==> src/rtl/fj_pkg.sv <==
package fj_pkg;
  // width of the word formed by joining n sources of w bits each
  function automatic int join_bits(input int n, input int w);
    return n * w;
  endfunction
endpackage

==> src/rtl/fj_celem.sv <==
module fj_celem #(
  parameter int N = 2
) (
  input  logic         clk,
  input  logic         rst_n,
  input  logic [N-1:0] in_i,
  output logic         out_o
);
  logic held_q;
  logic agree;

  assign agree = (in_i == '0) || (in_i == '1);

  always_comb out_o = agree ? in_i[0] : held_q;

  always_ff @(posedge clk) begin
    if (!rst_n) held_q <= 1'b0;
    else        held_q <= out_o;
  end

  // output may only move to a level shared by all inputs
  p_change_agree_r1: assert property (@(posedge clk) disable iff (!rst_n)
    (out_o != $past(out_o)) |-> (in_i == {N{out_o}}));

  // disagreeing inputs leave the output where it was
  p_hold_r1: assert property (@(posedge clk) disable iff (!rst_n)
    (in_i != '0 && in_i != '1) |-> (out_o == $past(out_o)));
endmodule

==> src/rtl/fj_stage.sv <==
module fj_stage #(
  parameter int W = 8
) (
  input  logic         clk,
  input  logic         rst_n,
  input  logic         req_i,
  input  logic [W-1:0] data_i,
  input  logic         ack_i,
  output logic         done_o,
  output logic [W-1:0] data_o
);
  logic         done_q;
  logic [W-1:0] data_q;
  logic         open_w;
  logic         take_w;

  // phase comparison: stage is open while completion equals downstream ack
  assign open_w = (done_q == ack_i);
  assign take_w = open_w && (req_i != done_q);

  always_ff @(posedge clk) begin
    if (!rst_n) begin
      done_q <= 1'b0;
      data_q <= '0;
    end else if (take_w) begin
      done_q <= req_i;
      data_q <= data_i;
    end
  end

  assign done_o = done_q;
  assign data_o = data_q;

  // an unacknowledged item is never overwritten
  p_no_overwrite_r6: assert property (@(posedge clk) disable iff (!rst_n)
    (done_q != ack_i) |=> (data_q == $past(data_q)));

  // a stage awaiting acknowledges performs no capture
  p_throttle_r6: assert property (@(posedge clk) disable iff (!rst_n)
    (done_q != ack_i) |=> (done_q == $past(done_q)));

  // each completion toggle follows a pending joined request
  p_toggle_once_r5: assert property (@(posedge clk) disable iff (!rst_n)
    (done_q != $past(done_q)) |-> ($past(req_i) == done_q));
endmodule

==> src/rtl/fj_fork_join.sv <==
module fj_fork_join #(
  parameter int NSRC = 3,
  parameter int NDST = 2,
  parameter int W    = 8
) (
  input  logic                                    clk,
  input  logic                                    rst_n,
  input  logic [NSRC-1:0]                         src_req,
  input  logic [fj_pkg::join_bits(NSRC, W)-1:0]   src_data,
  output logic [NSRC-1:0]                         src_ack,
  output logic [NDST-1:0]                         dst_req,
  output logic [fj_pkg::join_bits(NSRC, W)-1:0]   dst_data,
  input  logic [NDST-1:0]                         dst_ack
);
  localparam int JW = fj_pkg::join_bits(NSRC, W);

  logic join_req;
  logic fork_ack;
  logic done;

  fj_celem #(.N(NSRC)) u_join_c (
    .clk   (clk),
    .rst_n (rst_n),
    .in_i  (src_req),
    .out_o (join_req)
  );

  fj_celem #(.N(NDST)) u_fork_c (
    .clk   (clk),
    .rst_n (rst_n),
    .in_i  (dst_ack),
    .out_o (fork_ack)
  );

  fj_stage #(.W(JW)) u_stage (
    .clk    (clk),
    .rst_n  (rst_n),
    .req_i  (join_req),
    .data_i (src_data),
    .ack_i  (fork_ack),
    .done_o (done),
    .data_o (dst_data)
  );

  assign src_ack = {NSRC{done}};
  assign dst_req = {NDST{done}};

  // no source is acknowledged past its own request
  p_no_early_join_r3: assert property (@(posedge clk) disable iff (!rst_n)
    (src_ack[0] != $past(src_ack[0])) |-> ($past(src_req) == {NSRC{src_ack[0]}}));
endmodule

==> config.mk <==
export PLATFORM = sky130hd
export DESIGN_NAME = fj_fork_join
export DESIGN_NICKNAME = d
export VERILOG_FILES = /design/src/rtl/fj_pkg.sv /design/src/rtl/fj_celem.sv /design/src/rtl/fj_stage.sv /design/src/rtl/fj_fork_join.sv
export SDC_FILE = /design/constraint.sdc
export NUM_CORES = 1
export LEC_CHECK = 0
export CORE_MARGIN = 2
export CORE_UTILIZATION = 39
export DETAILED_ROUTE_END_ITERATION = 10
export PLACE_DENSITY_LB_ADDON = 0.1
export SETUP_SLACK_MARGIN = 0.1
export SYNTH_ARGS = -nofsm -noshare
export SYNTH_HDL_FRONTEND = slang
export SYNTH_SLANG_ARGS = --single-unit
==> constraint.sdc <==
create_clock -name clk -period 2.1 [get_ports clk]
set_input_delay 0.315 -clock clk [delete_from_list [all_inputs] [get_ports clk]]
set_output_delay 0.315 -clock clk [all_outputs]
set_load 0.1 [all_outputs]
Yosys cells after proc, flatten, opt, wreduce, memory -nomap -nowiden
Index checks and enable logic that the tools add are counted.
Storage, ports and cells
  output and inout port bits: 29
  word-level logic and storage cells: 15
  bits of input ports: 31
  bits in registers: 27
Cells by class
  multiplexer cells: 2
  reductions and logical operators: 5
  eq/ne operators: 4
Operator list (count)
  == test 3 bit (second input constant): 1
  logical NOT 3 bit: 1
  == test 2 bit (second input constant): 1
  logical NOT 2 bit: 1
  logical OR 1 bit: 2
  2-to-1 mux 1 bit: 2
  == test 1 bit: 1
  logical AND 1 bit: 1
  inequality test 1 bit: 1

Longest topological paths before layout
  depth after elaboration: 5
  depth in mapped cells: 5
  gate-level depth less buffers: 4

Modules after synthesis
From an unflattened synthesis, not the netlist that was laid out.
Unflattened totals
  cells, all modules: 244
  area total of the unflattened synthesis: 1988.2 um^2
Modules (own cells, without submodules)
  fj_stage: times used 1, area each 1860.5 um^2, seq. area each 500.5 um^2, cells each 228
  fj_celem (u_join_c): times used 1, area each 52.6 um^2, seq. area each 20.0 um^2, cells each 8
  fj_celem (u_fork_c): times used 1, area each 37.5 um^2, seq. area each 20.0 um^2, cells each 3
  fj_fork_join: times used 1, area each 37.5 um^2, seq. area each 0.0 um^2, cells each 5

Worst setup path before layout
OpenSTA, ideal clock, no wires.
  path kind: input to register
  start: input port dst_ack[1]
  end: register u_stage.data_q[0] (netlist: u_stage.data_o[0])
  slack: 0.516 ns
  path buffers: 1
  arrival time: 1.513 ns
  stages on the path: 5
  data required time: 2.028 ns
  path through: maj3_2 -> or2_4 -> mux2i_4 -> buf_12 -> mux2i_1
On the way
  word-level cells in the longest chain between the ends: 5
  elaborated cells on any way between the ends: 6
  classes of those cells: eq/ne: 2; mux: 1; reduce/logical: 3
Ends and longest elaborated chain
  start: declaration: RTL line fj_fork_join.sv:13  | input logic [NDST-1:0] dst_ack
  == test 2 bit or logical NOT 2 bit (tied branches): RTL line fj_celem.sv:12  | assign agree = (in_i == '0) || (in_i == '1);
  logical OR 1 bit *: RTL line fj_celem.sv:12
  2-to-1 mux 1 bit *: RTL line fj_celem.sv:14  | always_comb out_o = agree ? in_i[0] : held_q;
  == test 1 bit *: RTL line fj_stage.sv:18  | assign open_w = (done_q == ack_i);
  logical AND 1 bit *: RTL line fj_stage.sv:19  | assign take_w = open_w && (req_i != done_q);
  end signal: assignment: RTL line fj_stage.sv:27  | data_q <= data_i;
  end: declaration: RTL line fj_stage.sv:13  | logic [W-1:0] data_q;
Every way passes the cells marked *; elsewhere a longest branch is shown, timed or not.
A chain may end at the register's enable or synchronous reset.

Worst setup path in the final report
  start: input port dst_ack[1]
  end: register u_stage.data_q[10] (netlist: u_stage.data_o[10])
Same word-level chain as after synthesis.

==> reports/metrics.cfg <==
[die]
die-area_mm2=0.00344
design.core.area_mm2=0.00281
rows=19
die_width_um=58.6
ioPinCount=60
die-height_um=58.6
initial_core_util_pct=41.5

[status]
outcome=finished with violations
violations=DRC

[worst_setup_path]
crit_slowest_cell=clkdlybuf4s50_1
required_ps=2370
path_cells=clkdlybuf4s50_1, maj3_2, or2_4, mux2i_4, buf_12, mux2i_1
worstSetupStartpointType=primary input
critical_path_class=in2reg
max_stage_delay_ps=410
worstPathMaxFanout=13
critPathArrivalTime_ps=1930
critPathCaptureType=flip-flop

[finish]
register_area_um2=541
multiInputGateArea_um2=515
fill_cells=238
final_area_mm2=0.00170
mostFrequentLayoutCells=49 x nand2_1, 30 x clkdlybuf4s50_1, 30 x buf_4
antenna_cells=0
drive_above_1_share_pct=23.0
final_common_cell=nand2_1
nets=210
area_growth_pct=45.9

[cts]
cts_tree=built
cts_made_buffers=3
postCtsHoldBufs=0
clkLatencyLatePin_ps=330
cts_num_sinks=27
ctsResizeCount=0
path_clk_slew_ps=160
ctsLongestPathBuffers=2
clk_root_buffer_cell=clkbuf_4
post_cts_buffers=0
htree_levels=1

[timing]
fin_crit_ps=1660
fin_crit_sh_pct=79.1
rsz0062_at_grt=no
worst_slew_pin_slew_ps=454
maxSlewViolCount=0
final.setup.tns_ps=0
max_clock_freq_mhz=602
hold_viol=0
slew_headroom_pct=69.8
finalClockSkew_ps=13.0
finalSetupViolations=0

[placed_design]
place_congestion=0.620
placed_area_mm2=0.00167
dp_hpwl_um=1690
portBuffers=59

[power_and_ir_drop]
power_density_mw_per_mm2=813
p_leak_nw=0.721
vdd_drop_max_mv=0.438

[worst_hold_path]
hold_class=reg2reg

[yosys]
syn_area_mm2=0.00116
synth-seq-area-share_pct=46.5
ys_types=16
netlist_instances=125
yosysWarnings=0
synth_nets=156
synth-seq-cells=27
syn-mean-instance-area_um2=9.31

[grt]
grt_overflow=0
track_usage_pct=14.4
grt_pass1_wl_um=3880
grt_pass1_vias=947
antenna_found_initial=0
grt_max_degree=52

[routing]
wl_per_cell_um=11.2
routed-via-count=964
viasPerCell=4.61
drtPass1Iterations=7
drcViolationCount=4
ant_nets=0
wl_um=2340
first_iter_violations=28

[job]
maxCapViolCount=0

[path summary, 6_finish.rpt]
| kind | slack (ps) | from | to | depth (start not counted) |
|---|---|---|---|---|
| worst max-delay path | 440 | dst_ack[1] | u_stage.data_o[10]$_SDFFE_PN0P_ | 6 |
| worst min-delay path | 470 | u_stage.data_o[2]$_SDFFE_PN0P_ | u_stage.data_o[2]$_SDFFE_PN0P_ | 2 |
| worst max register to register | 530 | u_fork_c.held_q$_SDFF_PN0_ | u_stage.data_o[10]$_SDFFE_PN0P_ | 5 |
| worst min register to register | 470 | u_stage.data_o[2]$_SDFFE_PN0P_ | u_stage.data_o[2]$_SDFFE_PN0P_ | 2 |
[cell type report]
type / count / area share (%)
clock inverter: 1 / 0.442
multi-input combinational: 83 / 30.4
tap: 31 / 2.28
sequential: 27 / 31.8
clock buffer: 3 / 1.33
inverter: 2 / 0.442
timing repair buffer: 62 / 33.3
[cells in the mapped netlist (all sizes together)]
cell,number,area [um2]
nand2,49,184
dfxtp,27,541
mux2i,25,263
buf,7,77.6
clkbuf,6,22.5
and2,3,20.0
inv,2,7.51
maj3,2,21.3
o21ai,2,13.8
a21oi,1,5.00
or2,1,8.76
[state kept, by name, summed over array words and instances (netlist names)]
register,count
u_fork_c.held_q,1
u_join_c.held_q,1
u_stage.data_o,24
u_stage.done_o,1
[cell families (layout without fill, tap and decap cells)]
group / Yosys count / count (layout) / synth area share, %
simple gates: 53 / 53 / 18.3
flops: 27 / 27 / 46.5
mux: 25 / 25 / 22.6
fa+ha+maj: 2 / 2 / 1.83
buf+inv: 15 / 68 / 9.25
compound gates: 3 / 3 / 1.61
[metrics by stage]
stage	hold slack [ps]	power (mW)	util [%]	instances	setup WS, ps
finish	468	1.38	60.5	209	438
global placement	445	1.15	59.5	205	149
global route	492	1.44	60.5	209	373
floorplan	457	1.03	-	125	516
CTS	471	1.40	60.5	209	429
detailed placement	450	1.16	59.5	205	73.5
[metal layers]
metal	global-route usage, %	wire [um]	vias up
met3	3.30	211	4
met5	0	0	-
met2	26.2	1120	37
met4	4.87	26	0
li1	-	-	496
met1	16.6	989	427
[critical path: cells and delay by family]
kind	cells	cell delay, ps
AND/OR/NAND/NOR	1	250
adder cells (fa/ha/maj)	1	340
multiplexers	2	420
buffers and inverters	2	600
[where the power goes]
group / internal, mW / switching (mW) / total, mW
registers: 0.552 / 0.0223 / 0.574
logic: 0.171 / 0.401 / 0.571
clock network: 0.0728 / 0.162 / 0.234
(Power assumes the default switching activity.)
